**src/rtl/mp_pkg.sv**
```systemverilog
package mp_pkg;

   // Steps of the probe sequence; the order follows the required access order.
   typedef enum logic [4:0] {
      ST_IDLE,
      ST_SAVE0,
      ST_SAVE1,
      ST_PA0,
      ST_PA1,
      ST_CKA,
      ST_PB0,
      ST_PB1,
      ST_CKB,
      ST_LIMIT,
      ST_RDT,
      ST_WINV,
      ST_RDB,
      ST_RDT2,
      ST_RST0,
      ST_RST1,
      ST_DONE
   } step_e;

   typedef enum logic [1:0] {
      BP_IDLE,
      BP_REQ,
      BP_RSP
   } bp_state_e;

endpackage

```
**src/rtl/mp_bus_port.sv**
```systemverilog
module mp_bus_port #(
   parameter int AW        = 32,
   parameter int DW        = 32,
   parameter bit WRITE_RSP = 1'b0
) (
   input  logic          clk,
   input  logic          rst_n,
   input  logic          op_go,
   input  logic          op_write,
   input  logic [AW-1:0] op_addr,
   input  logic [DW-1:0] op_wdata,
   output logic          op_done,
   output logic [DW-1:0] op_rdata,
   output logic          req_valid_o,
   input  logic          req_ready_i,
   output logic          req_write_o,
   output logic [AW-1:0] req_addr_o,
   output logic [DW-1:0] req_wdata_o,
   input  logic          rsp_valid_i,
   input  logic [DW-1:0] rsp_rdata_i
);
   import mp_pkg::*;

   bp_state_e     st_q;
   logic          wr_q;
   logic [AW-1:0] addr_q;
   logic [DW-1:0] wdata_q;
   logic          need_rsp;

   // Variant: whether a write also waits for a response beat.
   generate
      if (WRITE_RSP) begin : g_wr_rsp
         assign need_rsp = 1'b1;
      end else begin : g_wr_post
         assign need_rsp = ~wr_q;
      end
   endgenerate

   always_ff @(posedge clk or negedge rst_n) begin
      if (!rst_n) begin
         st_q    <= BP_IDLE;
         wr_q    <= 1'b0;
         addr_q  <= '0;
         wdata_q <= '0;
      end else begin
         case (st_q)
            BP_IDLE: if (op_go) begin
               wr_q    <= op_write;
               addr_q  <= op_addr;
               wdata_q <= op_wdata;
               st_q    <= BP_REQ;
            end
            BP_REQ: if (req_ready_i) begin
               st_q <= need_rsp ? BP_RSP : BP_IDLE;
            end
            BP_RSP: if (rsp_valid_i) begin
               st_q <= BP_IDLE;
            end
            default: st_q <= BP_IDLE;
         endcase
      end
   end

   assign req_valid_o = (st_q == BP_REQ);
   assign req_write_o = wr_q;
   assign req_addr_o  = addr_q;
   assign req_wdata_o = wdata_q;
   assign op_done     = ((st_q == BP_REQ) && req_ready_i && !need_rsp)
                      || ((st_q == BP_RSP) && rsp_valid_i);
   assign op_rdata    = rsp_rdata_i;

endmodule

```
**src/rtl/mp_offset_gen.sv**
```systemverilog
module mp_offset_gen #(
   parameter int AW = 32,
   parameter int WB = 4
) (
   input  logic          clk,
   input  logic          rst_n,
   input  logic          init,
   input  logic          step,
   input  logic [AW-1:0] max_i,
   output logic [AW-1:0] ofs_o,
   output logic          at_limit_o
);
   localparam int OW = AW + 1;

   // One extra bit so doubling past the top of the address range never wraps.
   logic [OW-1:0] ofs_q;

   always_ff @(posedge clk or negedge rst_n) begin
      if (!rst_n) begin
         ofs_q <= OW'(WB);
      end else if (init) begin
         ofs_q <= OW'(WB);
      end else if (step) begin
         ofs_q <= {ofs_q[OW-2:0], 1'b0};
      end
   end

   assign ofs_o      = ofs_q[AW-1:0];
   assign at_limit_o = (ofs_q >= {1'b0, max_i});

endmodule

```
**src/rtl/mp_seq.sv**
```systemverilog
module mp_seq #(
   parameter int AW = 32,
   parameter int DW = 32
) (
   input  logic          clk,
   input  logic          rst_n,
   input  logic          start_i,
   input  logic [AW-1:0] base_i,
   input  logic [AW-1:0] max_i,
   output logic          op_go,
   output logic          op_write,
   output logic [AW-1:0] op_addr,
   output logic [DW-1:0] op_wdata,
   input  logic          op_done,
   input  logic [DW-1:0] op_rdata,
   output logic          ofs_init,
   output logic          ofs_step,
   input  logic [AW-1:0] ofs_i,
   input  logic          at_limit_i,
   output logic          done_o,
   output logic [AW-1:0] size_o,
   output logic [AW-1:0] base_q_o,
   output logic [AW-1:0] max_q_o
);
   import mp_pkg::*;

   localparam int          WB    = DW / 8;
   localparam int          QW    = DW / 4;
   localparam logic [DW-1:0] PAT_A = {{QW{2'b01}}, {QW{2'b10}}};
   localparam logic [DW-1:0] PAT_B = ~PAT_A;

   step_e         step_q;
   logic [AW-1:0] base_q, max_q, size_q;
   logic [DW-1:0] save0_q, save1_q, t_q, b_q;
   logic [AW-1:0] addr_w1, addr_t;

   assign addr_w1 = base_q + AW'(WB);
   assign addr_t  = base_q + ofs_i;

   always_comb begin
      op_go    = 1'b1;
      op_write = 1'b0;
      op_addr  = base_q;
      op_wdata = '0;
      case (step_q)
         ST_SAVE0: op_addr = base_q;
         ST_SAVE1: op_addr = addr_w1;
         ST_PA0:   begin op_write = 1'b1; op_wdata = PAT_A; end
         ST_PA1:   begin op_write = 1'b1; op_addr = addr_w1; op_wdata = PAT_B; end
         ST_CKA:   op_addr = base_q;
         ST_PB0:   begin op_write = 1'b1; op_wdata = PAT_B; end
         ST_PB1:   begin op_write = 1'b1; op_addr = addr_w1; op_wdata = PAT_A; end
         ST_CKB:   op_addr = base_q;
         ST_RDT:   op_addr = addr_t;
         ST_WINV:  begin op_write = 1'b1; op_wdata = ~t_q; end
         ST_RDB:   op_addr = base_q;
         ST_RDT2:  op_addr = addr_t;
         ST_RST0:  begin op_write = 1'b1; op_wdata = save0_q; end
         ST_RST1:  begin op_write = 1'b1; op_addr = addr_w1; op_wdata = save1_q; end
         default:  op_go = 1'b0;
      endcase
   end

   always_ff @(posedge clk or negedge rst_n) begin
      if (!rst_n) begin
         step_q  <= ST_IDLE;
         base_q  <= '0;
         max_q   <= '0;
         size_q  <= '0;
         save0_q <= '0;
         save1_q <= '0;
         t_q     <= '0;
         b_q     <= '0;
      end else begin
         case (step_q)
            ST_IDLE: if (start_i) begin
               base_q <= base_i;
               max_q  <= max_i;
               size_q <= '0;
               step_q <= ST_SAVE0;
            end
            ST_SAVE0: if (op_done) begin save0_q <= op_rdata; step_q <= ST_SAVE1; end
            ST_SAVE1: if (op_done) begin save1_q <= op_rdata; step_q <= ST_PA0; end
            ST_PA0:   if (op_done) step_q <= ST_PA1;
            ST_PA1:   if (op_done) step_q <= ST_CKA;
            ST_CKA:   if (op_done) begin
               if (op_rdata != PAT_A) begin size_q <= '0; step_q <= ST_RST0; end
               else step_q <= ST_PB0;
            end
            ST_PB0:   if (op_done) step_q <= ST_PB1;
            ST_PB1:   if (op_done) step_q <= ST_CKB;
            ST_CKB:   if (op_done) begin
               if (op_rdata != PAT_B) begin size_q <= '0; step_q <= ST_RST0; end
               else step_q <= ST_LIMIT;
            end
            ST_LIMIT: begin
               if (at_limit_i) begin size_q <= max_q; step_q <= ST_RST0; end
               else step_q <= ST_RDT;
            end
            ST_RDT:   if (op_done) begin t_q <= op_rdata; step_q <= ST_WINV; end
            ST_WINV:  if (op_done) step_q <= ST_RDB;
            ST_RDB:   if (op_done) begin b_q <= op_rdata; step_q <= ST_RDT2; end
            ST_RDT2:  if (op_done) begin
               if (op_rdata == b_q) begin size_q <= ofs_i; step_q <= ST_RST0; end
               else step_q <= ST_LIMIT;
            end
            ST_RST0:  if (op_done) step_q <= ST_RST1;
            ST_RST1:  if (op_done) step_q <= ST_DONE;
            ST_DONE:  step_q <= ST_IDLE;
            default:  step_q <= ST_IDLE;
         endcase
      end
   end

   assign ofs_init = (step_q == ST_IDLE) && start_i;
   assign ofs_step = (step_q == ST_RDT2) && op_done && (op_rdata != b_q);
   assign done_o   = (step_q == ST_DONE);
   assign size_o   = size_q;
   assign base_q_o = base_q;
   assign max_q_o  = max_q;

endmodule

```
**src/rtl/mem_size_probe.sv**
```systemverilog
module mem_size_probe #(
   parameter int AW        = 32,
   parameter int DW        = 32,
   parameter bit WRITE_RSP = 1'b0
) (
   input  logic          clk_i,
   input  logic          rst_ni,
   input  logic          start_i,
   input  logic [AW-1:0] base_i,
   input  logic [AW-1:0] max_size_i,
   output logic          done_o,
   output logic [AW-1:0] size_o,
   output logic          req_valid_o,
   input  logic          req_ready_i,
   output logic          req_write_o,
   output logic [AW-1:0] req_addr_o,
   output logic [DW-1:0] req_wdata_o,
   input  logic          rsp_valid_i,
   input  logic [DW-1:0] rsp_rdata_i
);
   localparam int WB = DW / 8;

   generate
      if (DW < 16 || (DW % 16) != 0) begin : g_bad_dw
         $error("mem_size_probe: DW must be a multiple of 16");
      end
      if (AW < 4 || AW > 63) begin : g_bad_aw
         $error("mem_size_probe: AW must lie in 4..63");
      end
   endgenerate

   logic          op_go, op_write, op_done;
   logic [AW-1:0] op_addr;
   logic [DW-1:0] op_wdata, op_rdata;
   logic          ofs_init, ofs_step, at_limit;
   logic [AW-1:0] ofs;
   logic [AW-1:0] base_q, max_q;

   mp_seq #(.AW(AW), .DW(DW)) u_seq (
      .clk        (clk_i),
      .rst_n      (rst_ni),
      .start_i    (start_i),
      .base_i     (base_i),
      .max_i      (max_size_i),
      .op_go      (op_go),
      .op_write   (op_write),
      .op_addr    (op_addr),
      .op_wdata   (op_wdata),
      .op_done    (op_done),
      .op_rdata   (op_rdata),
      .ofs_init   (ofs_init),
      .ofs_step   (ofs_step),
      .ofs_i      (ofs),
      .at_limit_i (at_limit),
      .done_o     (done_o),
      .size_o     (size_o),
      .base_q_o   (base_q),
      .max_q_o    (max_q)
   );

   mp_offset_gen #(.AW(AW), .WB(WB)) u_ofs (
      .clk        (clk_i),
      .rst_n      (rst_ni),
      .init       (ofs_init),
      .step       (ofs_step),
      .max_i      (max_q),
      .ofs_o      (ofs),
      .at_limit_o (at_limit)
   );

   mp_bus_port #(.AW(AW), .DW(DW), .WRITE_RSP(WRITE_RSP)) u_port (
      .clk         (clk_i),
      .rst_n       (rst_ni),
      .op_go       (op_go),
      .op_write    (op_write),
      .op_addr     (op_addr),
      .op_wdata    (op_wdata),
      .op_done     (op_done),
      .op_rdata    (op_rdata),
      .req_valid_o (req_valid_o),
      .req_ready_i (req_ready_i),
      .req_write_o (req_write_o),
      .req_addr_o  (req_addr_o),
      .req_wdata_o (req_wdata_o),
      .rsp_valid_i (rsp_valid_i),
      .rsp_rdata_i (rsp_rdata_i)
   );

endmodule

```
**config.mk**
```make
export PLATFORM = sky130hd
export DESIGN_NAME = mem_size_probe
export DESIGN_NICKNAME = d
export VERILOG_FILES = /design/src/rtl/mp_pkg.sv /design/src/rtl/mp_bus_port.sv /design/src/rtl/mp_offset_gen.sv /design/src/rtl/mp_seq.sv /design/src/rtl/mem_size_probe.sv
export SDC_FILE = /design/constraint.sdc
export NUM_CORES = 1
export LEC_CHECK = 0
export BUFFER_PORTS_ARGS = -buffer_cell sky130_fd_sc_hd__buf_2
export CAP_MARGIN = 5
export CORE_UTILIZATION = 55
export DETAILED_ROUTE_END_ITERATION = 16
export HOLD_SLACK_MARGIN = 0.12
export PLACE_DENSITY = 0.87
export SYNTH_ARGS = -nofsm -noshare
export SYNTH_HDL_FRONTEND = slang
export SYNTH_SLANG_ARGS = --single-unit
```
**constraint.sdc**
```tcl
create_clock -name clk_i -period 5.5 [get_ports clk_i]
set_input_delay 0.275 -clock clk_i [delete_from_list [all_inputs] [get_ports clk_i]]
set_output_delay 0.275 -clock clk_i [all_outputs]
set_load 0.02 [all_outputs]
```
==> run metrics <==
status finished clean; synthesized cell area 0.0163 mm2; critical path class reg -> reg; Synthesized Nets ~1.8k; via count about 14k; met2 Track Usage GR 0.522; Hold/Removal Path Class in -> reg; grt ovf 0; core area 0.0289 mm2; diodes inserted 0; Final Hold Fails 0; CP max-delay cell dfrtp_1; Initial Utilization 0.563; most frequent cells in the layout 326 x dfrtp_1, 230 x nand2_1, 198 x buf_2; peak supply drop 320 uV; Layout area overhead 21.0%; critical-path cell list nor2_1 > nand2_1 > a21oi_2 > buf_4 > or2_2 > ha_1 > fa_1 > a21oi_1 > o22ai_1 > o21ba_2 > a41o_1 > a211o_1 > o21a_1 > a311oi_1 > mux2i_1 > nand2_1; synthesized flop and latch total between 300 and 400; CP Max Fanout 30; filler cell count 1994; count of pins over their slew limit 0; routed len/inst between 20 and 25 um; clk root buf clkbuf_16; Post-Synthesis Cells 1603; Synth async-reset ratio 1.00; Setup TNS Final 0 ns; CTS buffer count 35; Slew @ Worst Pin 1.10 ns; Final setup viols 0; Tot GR Track Use 0.305; prevailing post-synth register cell dfrtp_1; CTS sink cnt 327; Leakage between 0.009 and 0.01 uW; drt first pass iters 5; Port Buffers between 150 and 200; DRC 0; hpwl dp 29300 um; die area just over 0.03 mm2; CP startpoint kind register; max_cap viols 0; cells resized by post-CTS repair 0; Reg clk slew, reported paths around 0.06 ns; CTS max path bufs 3; most common cell after layout, fill and taps aside dfrtp_1; I/O pin total 200; largest cells by area after synthesis dfrtp_1 50%, mux2_2 11%, nand2_1 5.3%; post-synthesis sequential area ratio 0.502; number of global-route vias before repair 14.0k; syn avg cell area between 10 and 15 um2; first-pass GRT wire length roughly 74000 um; met3 Usage GRT 0.0413; Slew HR 0.265; CTS tree built; Worst Setup End Kind register; initial antenna violation count 0; CP peak stage delay 0.75 ns; WL final about 46000 um; synth warn 0; Clk Latency, worst-skew pair 0.53 ns; Fmax between 0.2 and 0.25 GHz; Yosys top cell by area dfrtp_1; delay-heaviest family, CP compound AO/OA/AOI/OAI gates; Cell Rows slightly above 60; Vert. Die Dim 174 um; Post-synth EDFFs 0; antenna viol nets, final 0; Clock Skew between 0.03 and 0.04 ns; CTS HTree Levels 2; Worst Path Required 5.90 ns; die width roughly 170 um; largest net degree at the start of global routing ~180; Critical Path AT 4.84 ns; gr busiest metal met2; Vias/cell 5.98; power after layout 10600 uW; layout cells sized above 1 0.238; Pwr Density 540 mW/mm2; final period utilization 0.807; Most common cell on crit path nand2_1; Iter 0 DRT Violations 1408; Layout Nets 2027; Synth cell types 63; crit path time final 4.44 ns; WP buf/inv 1; Yosys top cell area share 0.501; Placer Congestion 0.914; M1 GR Usage 0.393; RSZ-0062 raised after global routing false
==> flip-flops by register name, summed over array words and instances (netlist names) <==
register	flops
u_port.req_addr_o	32
u_port.req_wdata_o	32
u_seq.b_q	32
u_seq.base_q_o	32
u_seq.max_q_o	32
u_seq.save0_q	32
u_seq.save1_q	32
u_seq.size_o	32
u_seq.t_q	32
u_ofs.ofs_q	31
u_seq.step_q	5
u_port.st_q	2
u_port.req_write_o	1
==> worst paths after layout <==
| path | startpoint | cells after the start | endpoint | slack [ns] |
|---|---|---|---|---|
| max | u_seq.step_q[0] | 16 | u_port.req_addr_o[30] | 1.06 |
| min | rsp_rdata_i[2] | 2 | u_seq.b_q[2] | 0.14 |
| max reg2reg | u_seq.step_q[0] | 16 | u_port.req_addr_o[30] | 1.06 |
| min reg2reg | u_seq.base_q_o[1] | 2 | u_port.req_addr_o[1] | 0.45 |
| max in group asynchronous | rst_ni | 3 | u_seq.size_o[23] | 3.78 |
| min in group asynchronous | rst_ni | 2 | u_port.req_wdata_o[16] | 0.33 |
==> final cells by class <==
cell class | instances | area, um2 | area share
flip-flops and latches | 327 | 8180 | 0.415
multi-input cells | 1152 | 7660 | 0.388
repair buffers | 310 | 2080 | 0.106
clock buffers | 55 | 1070 | 0.0544
well taps | 384 | 480 | 0.0244
inverters | 40 | 150 | 0.00762
clock inverters | 8 | 87.6 | 0.00444
==> where the power goes <==
group | switching (uW) | internal, uW | leakage (uW)
combinational | 2560 | 1610 | 0.00515
sequential | 696 | 3410 | 0.00426
clock | 974 | 1390 | 0.000572
total | 4230 | 6410 | 0.00998
==> cells by family (layout without fill, tap and decap cells) <==
logic type,after synthesis,count (layout),synth area share
AND/OR/NAND/NOR,504,504,0.138
AO/OA/AOI/OAI,339,339,0.122
flip-flops,327,327,0.502
multiplexers,191,191,0.130
buffers and inverters,124,413,0.0304
adder cells (fa/ha/maj),60,60,0.0466
XOR/XNOR,58,58,0.0312
==> synthesized netlist by cell type (8+ instances only) <==
library cell,n
nor2_1,151
nand4_1,14
xnor2_1,21
a21oi_1,116
nor4bb_1,16
o21ai_0,103
nor3_1,15
mux2_2,157
xor2_1,37
nor2b_1,34
a21o_1,21
inv_1,40
nor4_1,11
o21a_1,9
nand2_1,230
mux2i_1,33
a31oi_1,39
dfrtp_1,326
ha_1,59
nand3_1,8
clkbuf_1,71
==> through the flow <==
stage	util	area (um2)	instances	hold WS, ns	setup WS [ns]
after floorplan	-	16300	1603	-0.0206	1.32
after global placement	0.610	17600	2123	0.306	1.21
after detailed placement	0.610	17600	2123	0.311	1.17
after CTS	0.681	19700	2275	0.124	1.12
after global routing	0.681	19700	2276	0.146	0.862
final	0.681	19700	2276	0.141	1.06
==> layer usage <==
metal,up-vias,part of all wire
met5,-,0
met2,596,0.50
met1,6771,0.40
met4,0,0.034
met3,119,0.066
li1,6118,-
==> repair_timing <==
action | CTS | global route
setup buffers | 0 | 0
hold buffers | 89 | 0
hold endpoints to repair | 208 | 0
Power figures use the tool's default switching activity.
